<file path="src/rtl/mxb_pkg.sv">
// Package: shared sizes, sequencer state encoding and the request record
// of the multiplexed-address byte bus master.
// Assumes: a two-byte address carried over a byte-wide data bus.
package mxb_pkg;

    localparam int unsigned MXB_DW     = 8;
    localparam int unsigned MXB_AW     = 2 * MXB_DW;
    localparam int unsigned MXB_NCHIP  = 2;
    localparam int unsigned MXB_CHIP_W = (MXB_NCHIP > 1) ? $clog2(MXB_NCHIP) : 1;

    typedef enum logic [2:0] {
        ST_IDLE     = 3'd0,
        ST_ALO_SET  = 3'd1,
        ST_ALO_HOLD = 3'd2,
        ST_AHI_SET  = 3'd3,
        ST_AHI_HOLD = 3'd4,
        ST_DATA     = 3'd5,
        ST_SEL      = 3'd6,
        ST_STRB     = 3'd7
    } mxb_state_e;

    typedef struct packed {
        logic                  wr;
        logic [MXB_AW-1:0]     addr;
        logic [MXB_DW-1:0]     wdata;
        logic [MXB_CHIP_W-1:0] chip;
    } mxb_req_t;

endpackage

</file>
<file path="src/rtl/mxb_cycle_timer.sv">
// Module: mxb_cycle_timer
// Counts clocks spent in the current sequencer step. It flags the end of a
// setup/hold step and the expiry of the acknowledge wait.
// Assumes: restart is pulsed in the cycle the step changes, and both limits are >= 1.
module mxb_cycle_timer #(
    parameter int unsigned PHASE_CYC   = 2,
    parameter int unsigned TIMEOUT_CYC = 50000,
    localparam int unsigned LIMIT      = (PHASE_CYC > TIMEOUT_CYC) ? PHASE_CYC : TIMEOUT_CYC,
    localparam int unsigned CNT_W      = $clog2(LIMIT + 1)
) (
    input  logic clk,
    input  logic rst_n,
    input  logic restart,
    output logic phase_end,
    output logic wait_expired
);

    logic [CNT_W-1:0] cnt;

    // Count cycles in the step; saturate so a stuck step cannot wrap.
    always_ff @(posedge clk) begin
        if (!rst_n) begin
            cnt <= '0;
        end else if (restart) begin
            cnt <= '0;
        end else if (cnt != {CNT_W{1'b1}}) begin
            cnt <= cnt + 1'b1;
        end
    end

    // Decode the two limits from the running count.
    always_comb begin
        phase_end    = (cnt == CNT_W'(PHASE_CYC - 1));
        wait_expired = (cnt == CNT_W'(TIMEOUT_CYC - 1));
    end

endmodule

</file>
<file path="src/rtl/mxb_sequencer.sv">
// Module: mxb_sequencer
// Walks one transaction through the address, data, select and strobe
// steps. It holds the accepted request and produces the completion response.
// Assumes: the bus acknowledge is already synchronous to clk.
module mxb_sequencer
    import mxb_pkg::*;
(
    input  logic              clk,
    input  logic              rst_n,
    input  logic              req_valid,
    input  mxb_req_t          req_in,
    input  logic              ack_n,
    input  logic [MXB_DW-1:0] din,
    input  logic              phase_end,
    input  logic              wait_expired,
    output logic              req_ready,
    output mxb_state_e        state,
    output mxb_req_t          req_q,
    output logic              restart,
    output logic              done,
    output logic              timed_out,
    output logic [MXB_DW-1:0] rdata,
    output logic              err
);

    mxb_state_e state_nxt;
    logic       finish_ack;
    logic       finish_tmo;

    // Choose the next step from the current one and the timer.
    always_comb begin
        state_nxt = state;
        unique case (state)
            ST_IDLE:     if (req_valid) state_nxt = ST_ALO_SET;
            ST_ALO_SET:  if (phase_end) state_nxt = ST_ALO_HOLD;
            ST_ALO_HOLD: if (phase_end) state_nxt = ST_AHI_SET;
            ST_AHI_SET:  if (phase_end) state_nxt = ST_AHI_HOLD;
            ST_AHI_HOLD: if (phase_end) state_nxt = ST_DATA;
            ST_DATA:     if (phase_end) state_nxt = ST_SEL;
            ST_SEL:      if (phase_end) state_nxt = ST_STRB;
            ST_STRB:     if (finish_ack || finish_tmo) state_nxt = ST_IDLE;
            default:     state_nxt = ST_IDLE;
        endcase
    end

    // Completion conditions and the handshake/timer side signals.
    always_comb begin
        finish_ack = (state == ST_STRB) && !ack_n;
        finish_tmo = (state == ST_STRB) && ack_n && wait_expired;
        restart    = (state_nxt != state);
        req_ready  = (state == ST_IDLE);
    end

    // Register the step and capture the request at acceptance.
    always_ff @(posedge clk) begin
        if (!rst_n) begin
            state <= ST_IDLE;
            req_q <= '0;
        end else begin
            state <= state_nxt;
            if (state == ST_IDLE && req_valid) begin
                req_q <= req_in;
            end
        end
    end

    // Produce the done pulse, the read byte, the timeout mark and the sticky error.
    always_ff @(posedge clk) begin
        if (!rst_n) begin
            done      <= 1'b0;
            timed_out <= 1'b0;
            rdata     <= '0;
            err       <= 1'b0;
        end else begin
            done      <= finish_ack || finish_tmo;
            timed_out <= finish_tmo;
            if (finish_ack) begin
                rdata <= din;
            end
            if (finish_tmo) begin
                err <= 1'b1;
            end
        end
    end

endmodule

</file>
<file path="src/rtl/mxb_pin_driver.sv">
// Module: mxb_pin_driver
// Decodes the registered step and the held request into the bus pin levels.
// Assumes: the inputs come straight from flops, so every pin follows one
// decode of stable registered values.
module mxb_pin_driver
    import mxb_pkg::*;
(
    input  mxb_state_e           state,
    input  mxb_req_t             req_q,
    output logic [MXB_DW-1:0]    dout,
    output logic                 oe,
    output logic                 alo,
    output logic                 ahi,
    output logic [MXB_NCHIP-1:0] cs_n,
    output logic                 rd_n,
    output logic                 wr_n
);

    logic sel_on;
    logic strb_on;

    // Data lines and the two address latch strobes.
    always_comb begin
        dout    = '0;
        oe      = 1'b1;
        alo     = 1'b0;
        ahi     = 1'b0;
        sel_on  = 1'b0;
        strb_on = 1'b0;
        unique case (state)
            ST_ALO_SET: begin
                dout = req_q.addr[MXB_DW-1:0];
                alo  = 1'b1;
            end
            ST_ALO_HOLD: dout = req_q.addr[MXB_DW-1:0];
            ST_AHI_SET: begin
                dout = req_q.addr[MXB_AW-1:MXB_DW];
                ahi  = 1'b1;
            end
            ST_AHI_HOLD: dout = req_q.addr[MXB_AW-1:MXB_DW];
            ST_DATA, ST_SEL, ST_STRB: begin
                dout    = req_q.wr ? req_q.wdata : '0;
                oe      = req_q.wr;
                sel_on  = (state != ST_DATA);
                strb_on = (state == ST_STRB);
            end
            default: ;
        endcase
    end

    // One active-low select per chip, only for the held index.
    for (genvar g = 0; g < MXB_NCHIP; g++) begin : g_cs
        always_comb cs_n[g] = !(sel_on && (req_q.chip == MXB_CHIP_W'(g)));
    end

    // Direction strobes during the wait step.
    always_comb begin
        rd_n = !(strb_on && !req_q.wr);
        wr_n = !(strb_on &&  req_q.wr);
    end

endmodule

</file>
<file path="src/rtl/mxbus_master.sv">
// Module: mxbus_master
// Single-byte master for a byte-wide bus with a multiplexed two-byte address.
// It runs low address, high address, data, select, strobe and then waits for
// an acknowledge or a timeout.
// Assumes: bus_ack_n and bus_din are synchronous to clk.
module mxbus_master
    import mxb_pkg::*;
#(
    parameter int unsigned PHASE_CYC   = 2,
    parameter int unsigned TIMEOUT_CYC = 50000
) (
    input  logic                  clk,
    input  logic                  rst_n,
    input  logic                  req_valid,
    output logic                  req_ready,
    input  logic                  req_write,
    input  logic [MXB_AW-1:0]     req_addr,
    input  logic [MXB_DW-1:0]     req_wdata,
    input  logic [MXB_CHIP_W-1:0] req_chip,
    output logic                  rsp_done,
    output logic [MXB_DW-1:0]     rsp_rdata,
    output logic                  rsp_timeout,
    output logic                  err_flag,
    output logic [MXB_DW-1:0]     bus_dout,
    output logic                  bus_oe,
    input  logic [MXB_DW-1:0]     bus_din,
    output logic                  bus_alo,
    output logic                  bus_ahi,
    output logic [MXB_NCHIP-1:0]  bus_cs_n,
    output logic                  bus_rd_n,
    output logic                  bus_wr_n,
    input  logic                  bus_ack_n
);

    mxb_req_t   req_in;
    mxb_req_t   req_q;
    mxb_state_e state;
    logic       restart;
    logic       phase_end;
    logic       wait_expired;

    // Pack the host request fields.
    always_comb req_in = '{wr: req_write, addr: req_addr, wdata: req_wdata, chip: req_chip};

    mxb_cycle_timer #(
        .PHASE_CYC  (PHASE_CYC),
        .TIMEOUT_CYC(TIMEOUT_CYC)
    ) u_timer (
        .clk         (clk),
        .rst_n       (rst_n),
        .restart     (restart),
        .phase_end   (phase_end),
        .wait_expired(wait_expired)
    );

    mxb_sequencer u_seq (
        .clk         (clk),
        .rst_n       (rst_n),
        .req_valid   (req_valid),
        .req_in      (req_in),
        .ack_n       (bus_ack_n),
        .din         (bus_din),
        .phase_end   (phase_end),
        .wait_expired(wait_expired),
        .req_ready   (req_ready),
        .state       (state),
        .req_q       (req_q),
        .restart     (restart),
        .done        (rsp_done),
        .timed_out   (rsp_timeout),
        .rdata       (rsp_rdata),
        .err         (err_flag)
    );

    mxb_pin_driver u_pins (
        .state(state),
        .req_q(req_q),
        .dout (bus_dout),
        .oe   (bus_oe),
        .alo  (bus_alo),
        .ahi  (bus_ahi),
        .cs_n (bus_cs_n),
        .rd_n (bus_rd_n),
        .wr_n (bus_wr_n)
    );

endmodule

</file>
<file path="config.mk">
export PLATFORM = sky130hd
export DESIGN_NAME = mxbus_master
export DESIGN_NICKNAME = d
export VERILOG_FILES = /design/src/rtl/mxb_pkg.sv /design/src/rtl/mxb_cycle_timer.sv /design/src/rtl/mxb_sequencer.sv /design/src/rtl/mxb_pin_driver.sv /design/src/rtl/mxbus_master.sv
export SDC_FILE = /design/constraint.sdc
export NUM_CORES = 1
export LEC_CHECK = 0
export CELL_PAD_IN_SITES_DETAIL_PLACEMENT = 2
export CELL_PAD_IN_SITES_GLOBAL_PLACEMENT = 2
export CORE_MARGIN = 2
export CORE_UTILIZATION = 29
export CTS_CLUSTER_DIAMETER = 80
export DETAILED_ROUTE_END_ITERATION = 10
export GPL_ROUTABILITY_DRIVEN = 1
export HOLD_SLACK_MARGIN = 0.15
export PLACE_DENSITY_LB_ADDON = 0.1
export SYNTH_ARGS = -nofsm -noshare
export SYNTH_HDL_FRONTEND = slang
export SYNTH_SLANG_ARGS = --single-unit
</file>
<file path="constraint.sdc">
create_clock -name clk -period 4 [get_ports clk]
set_input_delay 0.6 -clock clk [delete_from_list [all_inputs] [get_ports clk]]
set_output_delay 0.6 -clock clk [all_outputs]
set_load 0.01 [all_outputs]
</file>
==> metrics.txt, run 1 <==
Mean Syn Cell Area=7.91 sq um; global-route wire length before repair=12.4 mm; die height=96.1 um; root buf cell=clkbuf_8; Hold Path Cell Cnt=2; Post-synth EDFFs=0; global route overflow=0; dominant cell type by area after synthesis=dfxtp_1; dpl cell area=3170 sq um; initial drt markers=101; Max IR drop VDD=0.150 mV; Tightest Pin Transition=0.999 ns; Initial DRT Pass Iterations=5; top area cells in the synthesized netlist=dfxtp_1, nand2_1, a21oi_1; H-tree levels=2; Core Footprint=8220 sq um; PwrDens=329 nW/um^2; hold buffers post-CTS=0; Final ANT Viol Nets=0; Worst Path Buf+Inv=2; leakage=1.20 nW; Die Area=9240 sq um; dpl hpwl=5.60 mm; largest delay contributor family on the critical path=compound AO/OA/AOI/OAI gates; slowest stage delay, CP=0.56 ns; CP max FO=8; launch point of the critical path=u_seq.state[1]; FILL cells=967; most frequent cells in the layout=nand2_1, clkdlybuf4s50_1, dfxtp_1, a21oi_1, nor2_1; pre-CTS setup slack=1.28 ns; io pins=65; initial antenna violation count=0; Clock transition at path regs=0.10 ns; final worst-path cycle share=75.8%; crit path time final=3.03 ns; area grow syn2layout=32.8%; r2r startpoint=u_timer.cnt[4]; worst-skew pair later-pin latency=0.31 ns; share of layout cells above drive strength 1=4.36%; GP Congestion=0.774; clk_skew=0.00816 ns; Rel. slew slack=33.4%; Via-to-Cell Ratio=5.09; largest net degree at the start of global routing=39; Pwr Total=0.00108 W; clock share of power=31.1%; total internal power=0.000805 W; Die W=96.1 um; switching part of the total=25.2%; Sequential Power Share=55.5%; # setup viols final=0; post-synthesis sequential area ratio=45.6%; Pins Over Slew Limit=0; top_reg_cell synth=dfxtp_1; synthesized netlist cell count=311; via count=2402; top cell type's share of synthesized area=45.6%; Hold Vio Cnt, Final=0; row cnt=33; number of remaining DRC errors=0; Mapped Area=2460 sq um; CTS buffer count=5; Clock Tree Buf Depth=2; antenna cell count=0; vias in the first global route=2536; RSZ-0062 raised after global routing=false; outcome=finished clean; Crit-path slowest cell=o21bai_1; overall routing resource usage=17.4%; Final TNS setup=0 ns; Critical Path RT=3.40 ns; Peak Freq=330 MHz; drt wl/cell=16.2 um; r2r worst-path depth=5; commonest non-fill, non-tap cell in the layout=nand2_1; Synth cell types=39; hold path endpoint=u_seq.req_q[5]; CTS sink cnt=56; crit path DAT=2.43 ns; min-delay src=u_seq.req_q[5]; Cell Chain, Critical Path=or2_2, o21bai_1, a222oi_1, inv_1, clkdlybuf4s50_1; worst r2r dst=u_timer.cnt[14]; Post-Syn Nets=351; Initial Util=29.9%; IO Port Bufs=64; CTS tree=done; fraction of registers with async set/reset=0%; HP Class=flop to flop; number of synthesized register bits=56; Nets=407; post-cts resize count=0; Max Cap Viol=0; Crit Path Class=flop to output port; Ys Warns=0; reg2reg setup slack=1.67 ns; final worst setup slack=0.970 ns; overall routed net length=7.64 mm; switching pwr=0.000271 W; Setup Buffers After CTS=0; Final Instance Area=3270 sq um; Worst setup EP type=output port; combinational power share=13.4%; CP startpoint kind=flop
[worst max-delay path by stage]
| stage | slack [ns] | end | cells after the start |
|---|---|---|---|
| floorplan | 1.83 | u_timer.cnt[0] | 6 |
| global route | 0.74 | bus_dout[2] | 5 |
| detailed placement | 1.28 | bus_dout[7] | 5 |
| CTS | 0.92 | bus_dout[7] | 5 |
| finish | 0.97 | bus_dout[7] | 5 |
| global placement | 1.31 | bus_dout[5] | 5 |
[cell type report]
class                   instances  area [sq um]  share of cell area (%)
inverters                      14          52.6                    1.61
flip-flops and latches         56          1120                    34.3
well taps                     105           131                    4.02
clock buffers                   7          96.3                    2.95
repair buffers                 65           648                    19.8
multi-input cells             225          1220                    37.3
[cell families after synthesis]
family,share of synthesized area [%]
fa+ha+maj,1.02
compound gates,15.2
flops,45.6
mux,1.22
buf+inv,4.93
simple gates,28.5
xor+xnor,3.56
[registers in the layout (all words and copies together), names as in the netlist]
signal / count
u_seq.timed_out: 1
u_seq.req_q: 26
u_seq.state: 3
u_timer.cnt: 16
u_seq.done: 1
u_seq.rdata: 8
u_seq.err: 1
[stage by stage]
step / std cells / utilization [%] / hold slack (ns)
2_1_floorplan: 311 / - / 0.436
3_3_place_gp: 465 / 38.6 / 0.441
3_5_place_dp: 465 / 38.6 / 0.452
4_1_cts: 472 / 39.8 / 0.465
5_1_grt: 472 / 39.8 / 0.491
6_report: 472 / 39.8 / 0.463
[power by group through the flow]
stage	clock [W]	sequential (W)	combinational [W]
2_1_floorplan	0	0.000603	0.0000786
3_3_place_gp	0	0.000609	0.000144
3_5_place_dp	0	0.000610	0.000149
4_1_cts	0.000351	0.000597	0.000149
5_1_grt	0.000373	0.000600	0.000163
6_report	0.000335	0.000597	0.000144
[metal layers]
metal,share of wire (%),vias up,global-route usage (%)
met2,47,53,28.8
li1,-,1168,-
met1,46,1177,22.0
met5,0,-,0
met3,6.7,4,5.64
met4,0.72,0,3.57
[cells in the mapped netlist (all sizes together) (2+ instances only)]
| master | count |
|---|---|
| inv | 14 |
| nor2 | 22 |
| nor3 | 6 |
| nand3 | 7 |
| buf | 2 |
| a21oi | 42 |
| nand4 | 6 |
| o21ai | 3 |
| dfxtp | 56 |
| or3 | 3 |
| or4 | 3 |
| and3 | 5 |
| ha | 2 |
| a211oi | 3 |
| o21bai | 2 |
| or2 | 3 |
| xnor2 | 9 |
| clkbuf | 14 |
| a222oi | 8 |
| and2 | 4 |
| nand2 | 81 |
| o211ai | 2 |
| mux2i | 3 |
[tightest hold or removal path, cell delays in order (launching register included)]
cell	delay (ns)
dfxtp_1	0.32
nand2_1	0.05
a21oi_1	0.05
Power figures use the tool's default switching activity.
==> run 2, diff against run 1 <==
--- a/config.mk
+++ b/config.mk
@@ -8,7 +8,7 @@
 export CELL_PAD_IN_SITES_DETAIL_PLACEMENT = 2
 export CELL_PAD_IN_SITES_GLOBAL_PLACEMENT = 2
 export CORE_MARGIN = 2
-export CORE_UTILIZATION = 29
+export CORE_UTILIZATION = 27
 export CTS_CLUSTER_DIAMETER = 80
 export DETAILED_ROUTE_END_ITERATION = 10
 export GPL_ROUTABILITY_DRIVEN = 1
==> constraint.sdc (replaced) <==
create_clock -name clk -period 3 [get_ports clk]
set_input_delay 0.45 -clock clk [delete_from_list [all_inputs] [get_ports clk]]
set_output_delay 0.45 -clock clk [all_outputs]
set_load 0.01 [all_outputs]
==> run 2 against run 1 <==
  * Global-route usage is 2.3 points lower
  * Non-clock buffer count is 2 higher
  * Total power is 30% higher
  * Final cell count is 1.1% higher
  * Clock skew is 0.0011 ns lower
  * Flip-flop and latch count stayed put
  * Critical endpoint is now bus_dout[4]
  * Worst setup slack worse by 0.70 ns
  * Clock power is 22% higher
==> metrics.txt, run 2 (synthesis gave the netlist of run 1 again) <==
outcome=finished clean; dpl hpwl=5.23 mm (-6.6%); Crit Path Class=flop to output port; largest delay contributor family on the critical path=simple AND/OR/NAND/NOR gates; Final Util=37.4% (-2.4 points); antenna cell count=0 (unchanged); Core Footprint=8760 sq um (+6.7%); Largest Register=u_seq.req_q; overall routed net length=7.30 mm (-4.5%); die height=99.5 um (+3.5%); RSZ-0062 raised after global routing=false; worst-skew pair later-pin latency=0.31 ns (about the same); vias in the first global route=2446 (-3.5%); Top Registers=u_seq.req_q (26), u_timer.cnt (16), u_seq.rdata (8); Clock Tree Buf Depth=2 (unchanged); crit path DAT=2.28 ns (-0.15 ns); most frequent cells in the layout=nand2_1, clkdlybuf4s50_1, dfxtp_1, a21oi_1, nor2_1; CP startpoint kind=flop; Die W=99.5 um (+3.5%); global-route wire length before repair=12.1 mm (-2.3%); number of remaining DRC errors=0 (unchanged); leakage=1.20 nW (+0.39%); Final TNS setup=0 ns (unchanged); Worst setup EP type=output port; commonest non-fill, non-tap cell in the layout=nand2_1; via count=2343 (-2.5%); Cell Chain, Critical Path=or2_2, and3_1, a222oi_1, inv_1, clkdlybuf4s50_1; CTS tree=done; Initial Util=28.1% (-1.9 points); row cnt=34 (+3.0%); H-tree levels=2 (unchanged); final worst-path cycle share=91.1%; HP Class=flop to flop; Initial DRT Pass Iterations=4 (-1); Worst Path Buf+Inv=2 (unchanged); Tightest Pin Transition=0.668 ns (-0.331 ns); root buf cell=clkbuf_8; Crit-path slowest cell=clkdlybuf4s50_1; Peak Freq=366 MHz; CTS sink cnt=56 (unchanged); Max IR drop VDD=0.162 mV (+7.9%); CTS buffer count=5 (unchanged); initial drt markers=69 (-32%); IO Port Bufs=64 (unchanged); max FFs per register=26 (unchanged); area grow syn2layout=33.1%; Nets=409 (+0.49%); CP max FO=8 (unchanged); hold buffers post-CTS=0 (unchanged); Critical Path RT=2.55 ns (-0.85 ns); Pins Over Slew Limit=0 (unchanged); drt wl/cell=15.3 um (-5.5%); global route overflow=0 (unchanged); Die Area=9890 sq um (+7.1%); clk_skew=0.00706 ns (-0.00111 ns); Clock transition at path regs=0.10 ns (about the same); initial antenna violation count=0 (unchanged); Final ANT Viol Nets=0 (unchanged); share of layout cells above drive strength 1=5.15% (+0.79 points); Max Cap Viol=0 (unchanged); slowest stage delay, CP=0.48 ns (-0.08 ns); GP Congestion=0.699 (-9.7%); reg2reg setup slack=0.67 ns (-1.00 ns); largest net degree at the start of global routing=30 (-23%); crit path time final=2.73 ns; Via-to-Cell Ratio=4.91 (-3.5%); PwrDens=427 nW/um^2 (+30%); Rel. slew slack=55.0% (+22 points); # setup viols final=0 (unchanged); io pins=65 (unchanged); Hold Vio Cnt, Final=0 (unchanged); overall routing resource usage=15.1% (-2.3 points)
run 2: cell count changes in the layout (fill, tap and decap cells not counted):
cell	delta
buf_4	+2
clkbuf_8	-2
clkinv_2	+1
clkinvlp_4	+1
o21bai_1	-1
o21bai_2	+1
run 2: power breakdown:
part	internal (W)	leakage, nW	total, W	switching [W]
logic	0.0000978	0.709	0.000196	0.0000981
registers	0.000773	0.456	0.000795	0.0000221
clock network	0.000159	0.0400	0.000408	0.000249
run 2: metrics by stage:
stage               cells  setup slack [ns]  cell area [sq um]  power (W)  hold WS, ns
floorplan             311             0.826               2460   0.000909        0.436
global placement      470             0.349               3190    0.00101        0.442
detailed placement    470             0.335               3190    0.00101        0.454
CTS                   477             0.219               3270    0.00143        0.469
global route          477            0.0849               3270    0.00148        0.489
finish                477             0.267               3270    0.00140        0.462
run 2: metal layers:
metal | vias up | GRT usage (%) | routed length, um
met5 | - | 0 | 0
met2 | 39 | 27.0 | 3580
met1 | 1125 | 18.6 | 3390
li1 | 1174 | - | -
met4 | 0 | 3.48 | 55
met3 | 5 | 2.88 | 275
run 2: worst min-delay path: cells and delay by family, from the launching register on:
family             cells  cell delay, ns
and+or+nand+nor        1            0.05
AOI/OAI and AO/OA      1            0.05
DFF                    1            0.32
run 2: worst paths after layout:
kind,from,end,cells past startpoint
setup / recovery,u_seq.state[0],bus_dout[4],5
hold / removal,u_seq.rdata[5],u_seq.rdata[5],2
setup reg to reg,u_timer.cnt[0],u_timer.cnt[10],6
hold reg to reg,u_seq.rdata[5],u_seq.rdata[5],2
run 2: area by class of cell:
cell class | instances | area (sq um)
flip-flops and latches | 56 | 1120
repair buffers | 67 | 663
well taps | 108 | 135
fillers | 1016 | 5490
inverters | 14 | 52.6
multi-input cells | 225 | 1220
clock buffers | 5 | 68.8
clock inverters | 2 | 12.5
run 2: repair_timing:
action | in CTS | in global routing
setup endpoints to repair | 8 | 0
buffers inserted | 0 | 0
resized for setup | 1 | 0
==> run 3, diff against run 2 <==
--- a/config.mk
+++ b/config.mk
@@ -7,6 +7,7 @@
 export LEC_CHECK = 0
 export CELL_PAD_IN_SITES_DETAIL_PLACEMENT = 2
 export CELL_PAD_IN_SITES_GLOBAL_PLACEMENT = 2
+export CORE_ASPECT_RATIO = 0.5
 export CORE_MARGIN = 2
 export CORE_UTILIZATION = 27
 export CTS_CLUSTER_DIAMETER = 80
==> run 3 against run 2 <==
  * Worst setup slack got worse by 0.051 ns
  * Final cell count increased by 1.5%
  * Non-clock buffer count decreased by 1
  * Register-to-register slack got worse by 0.02 ns
  * Core utilization increased by 0.86 points
  * Total power increased by 18%
  * Critical path depth unchanged
  * Clock-buffer cell count unchanged
  * Largest cell class unchanged
  * Largest power group unchanged
  * Highest routed layer unchanged
==> metrics.txt, run 3 (synthesis gave the netlist of run 1 again) <==
antenna cell count=0 (unchanged); global route overflow=0 (unchanged); overall routed net length=7.96 mm (+9.1%); hold buffers post-CTS=0 (unchanged); Nets=408 (-0.24%); commonest non-fill, non-tap cell in the layout=nand2_1; Critical Path RT=2.55 ns (about the same); CTS sink cnt=56 (unchanged); H-tree levels=2 (unchanged); area occupied by multi-input gates=1220 sq um (unchanged); Initial Util=28.1% (about the same); Final TNS setup=0 ns (unchanged); clk_skew=0.00951 ns (+0.00246 ns); CP startpoint kind=flop; GP Congestion=0.776 (+11%); min-delay src=u_seq.req_q[19]; die height=71.5 um (-28%); HP Class=flop to flop; drt wl/cell=16.5 um (+7.5%); CTS tree=done; outcome=finished clean; switching pwr=0.000396 W (+7.2%); PwrDens=492 nW/um^2 (+15%); via count=2372 (+1.2%); CP max FO=8 (unchanged); Hold Vio Cnt, Final=0 (unchanged); Rel. slew slack=51.5% (-3.5 points); Sequential Power Share=48.2% (-8.6 points); Initial DRT Pass Iterations=4 (unchanged); global-route wire length before repair=13.5 mm (+12%); Top Registers=u_seq.req_q (26), u_timer.cnt (16), u_seq.rdata (8); Final ANT Viol Nets=0 (unchanged); crit path DAT=2.33 ns (+0.05 ns); r2r startpoint=u_timer.cnt[0]; share of layout cells above drive strength 1=4.63% (-0.52 points); initial antenna violation count=0 (unchanged); number of remaining DRC errors=0 (unchanged); Via-to-Cell Ratio=4.90 (-0.23%); total internal power=0.00125 W (+22%); Max Cap Viol=0 (unchanged); launch point of the critical path=u_seq.state[1]; CTS buffer count=5 (unchanged); most frequent cells in the layout=nand2_1, clkdlybuf4s50_1, dfxtp_1, a21oi_1, nor2_1; non-filler cells, final=484 (+1.5%); Largest Register=u_seq.req_q; Pins Over Slew Limit=0 (unchanged); root buf cell=clkbuf_16; Peak Freq=359 MHz (-1.8%); vias in the first global route=2588 (+5.8%); Core Footprint=8770 sq um (about the same); final worst-path cycle share=92.8% (+1.7 points); crit path time final=2.78 ns (+0.0507 ns); clock share of power=39.8% (+11 points); combinational power share=12.0% (-2.0 points); largest net degree at the start of global routing=34 (+13%); # setup viols final=0 (unchanged); Die Area=9940 sq um (+0.47%); Tightest Pin Transition=0.725 ns (+0.0568 ns); leakage=1.24 nW (+2.5%); worst-skew pair later-pin latency=0.30 ns (about the same); sequential cell area=1120 sq um (unchanged); RSZ-0062 raised after global routing=false; IO Port Bufs=64 (unchanged); Crit Path Class=flop to output port; max FFs per register=26 (unchanged); initial drt markers=111 (+61%); Max IR drop VDD=0.213 mV (+32%); placed insts=478 (+1.7%); io pins=65 (unchanged); Clock transition at path regs=0.08 ns (-0.02 ns); Clock Tree Buf Depth=2 (unchanged); Die W=139 um (+40%); FILL cells=994 (-2.2%); overall routing resource usage=16.9% (+1.8 points); Worst setup EP type=output port; switching part of the total=24.0% (-2.4 points); area grow syn2layout=36.3%; dpl hpwl=5.68 mm (+8.6%); reg2reg setup slack=0.65 ns (-0.02 ns); row cnt=24 (-29%)
==> run 3: routing by layer <==
metal | track usage (%) | share of wire [%]
met4 | 3.25 | 1.0
met2 | 31.0 | 49
met3 | 3.88 | 3.1
met5 | 0 | 0
met1 | 20.7 | 47
==> run 3: area by class of cell <==
class	count	share of cell area [%]
multi-input cells	225	36.4
flip-flops and latches	56	33.4
repair buffers	66	19.6
well taps	117	4.37
clock buffers	5	3.73
inverters	14	1.57
clock inverters	1	0.896
==> run 3: what timing repair did <==
item / 4_1_cts / 5_1_grt
resized for setup: 1 / 0
setup endpoints to repair: 1 / 0
hold endpoints to repair: 0 / 0
buffers inserted: 0 / 0
==> run 3: power groups by stage <==
stage | Clock [W] | Combinational (W) | Sequential [W]
floorplan | 0 | 0.000105 | 0.000804
global placement | 0 | 0.000192 | 0.000811
detailed placement | 0 | 0.000200 | 0.000812
CTS | 0.000674 | 0.000201 | 0.000795
global route | 0.000705 | 0.000220 | 0.000799
finish | 0.000657 | 0.000197 | 0.000795
==> run 3: worst paths after layout <==
check,end,depth (start not counted)
setup reg to reg,u_timer.cnt[15],6
hold reg to reg,u_seq.req_q[19],2
setup / recovery,bus_dout[2],5
hold / removal,u_seq.req_q[19],2
==> run 3: stage by stage <==
stage | hold WS [ns] | power (W) | worst slack [ns] | instance area, sq um | util [%]
2_1_floorplan | 0.436 | 0.000909 | 0.826 | 2460 | -
3_3_place_gp | 0.443 | 0.00100 | 0.408 | 3190 | 36.4
3_5_place_dp | 0.454 | 0.00101 | 0.317 | 3190 | 36.4
4_1_cts | 0.465 | 0.00167 | 0.167 | 3350 | 38.2
5_1_grt | 0.475 | 0.00172 | 0.0255 | 3350 | 38.2
6_report | 0.462 | 0.00165 | 0.216 | 3350 | 38.2
==> run 3: worst max-delay path, cell delays in order, from the launching register on <==
cell and delay, ns:
dfxtp_1 0.47, xnor2_1 0.10, nor2_1 0.56, a222oi_1 0.26, inv_1 0.11, clkdlybuf4s50_1 0.54
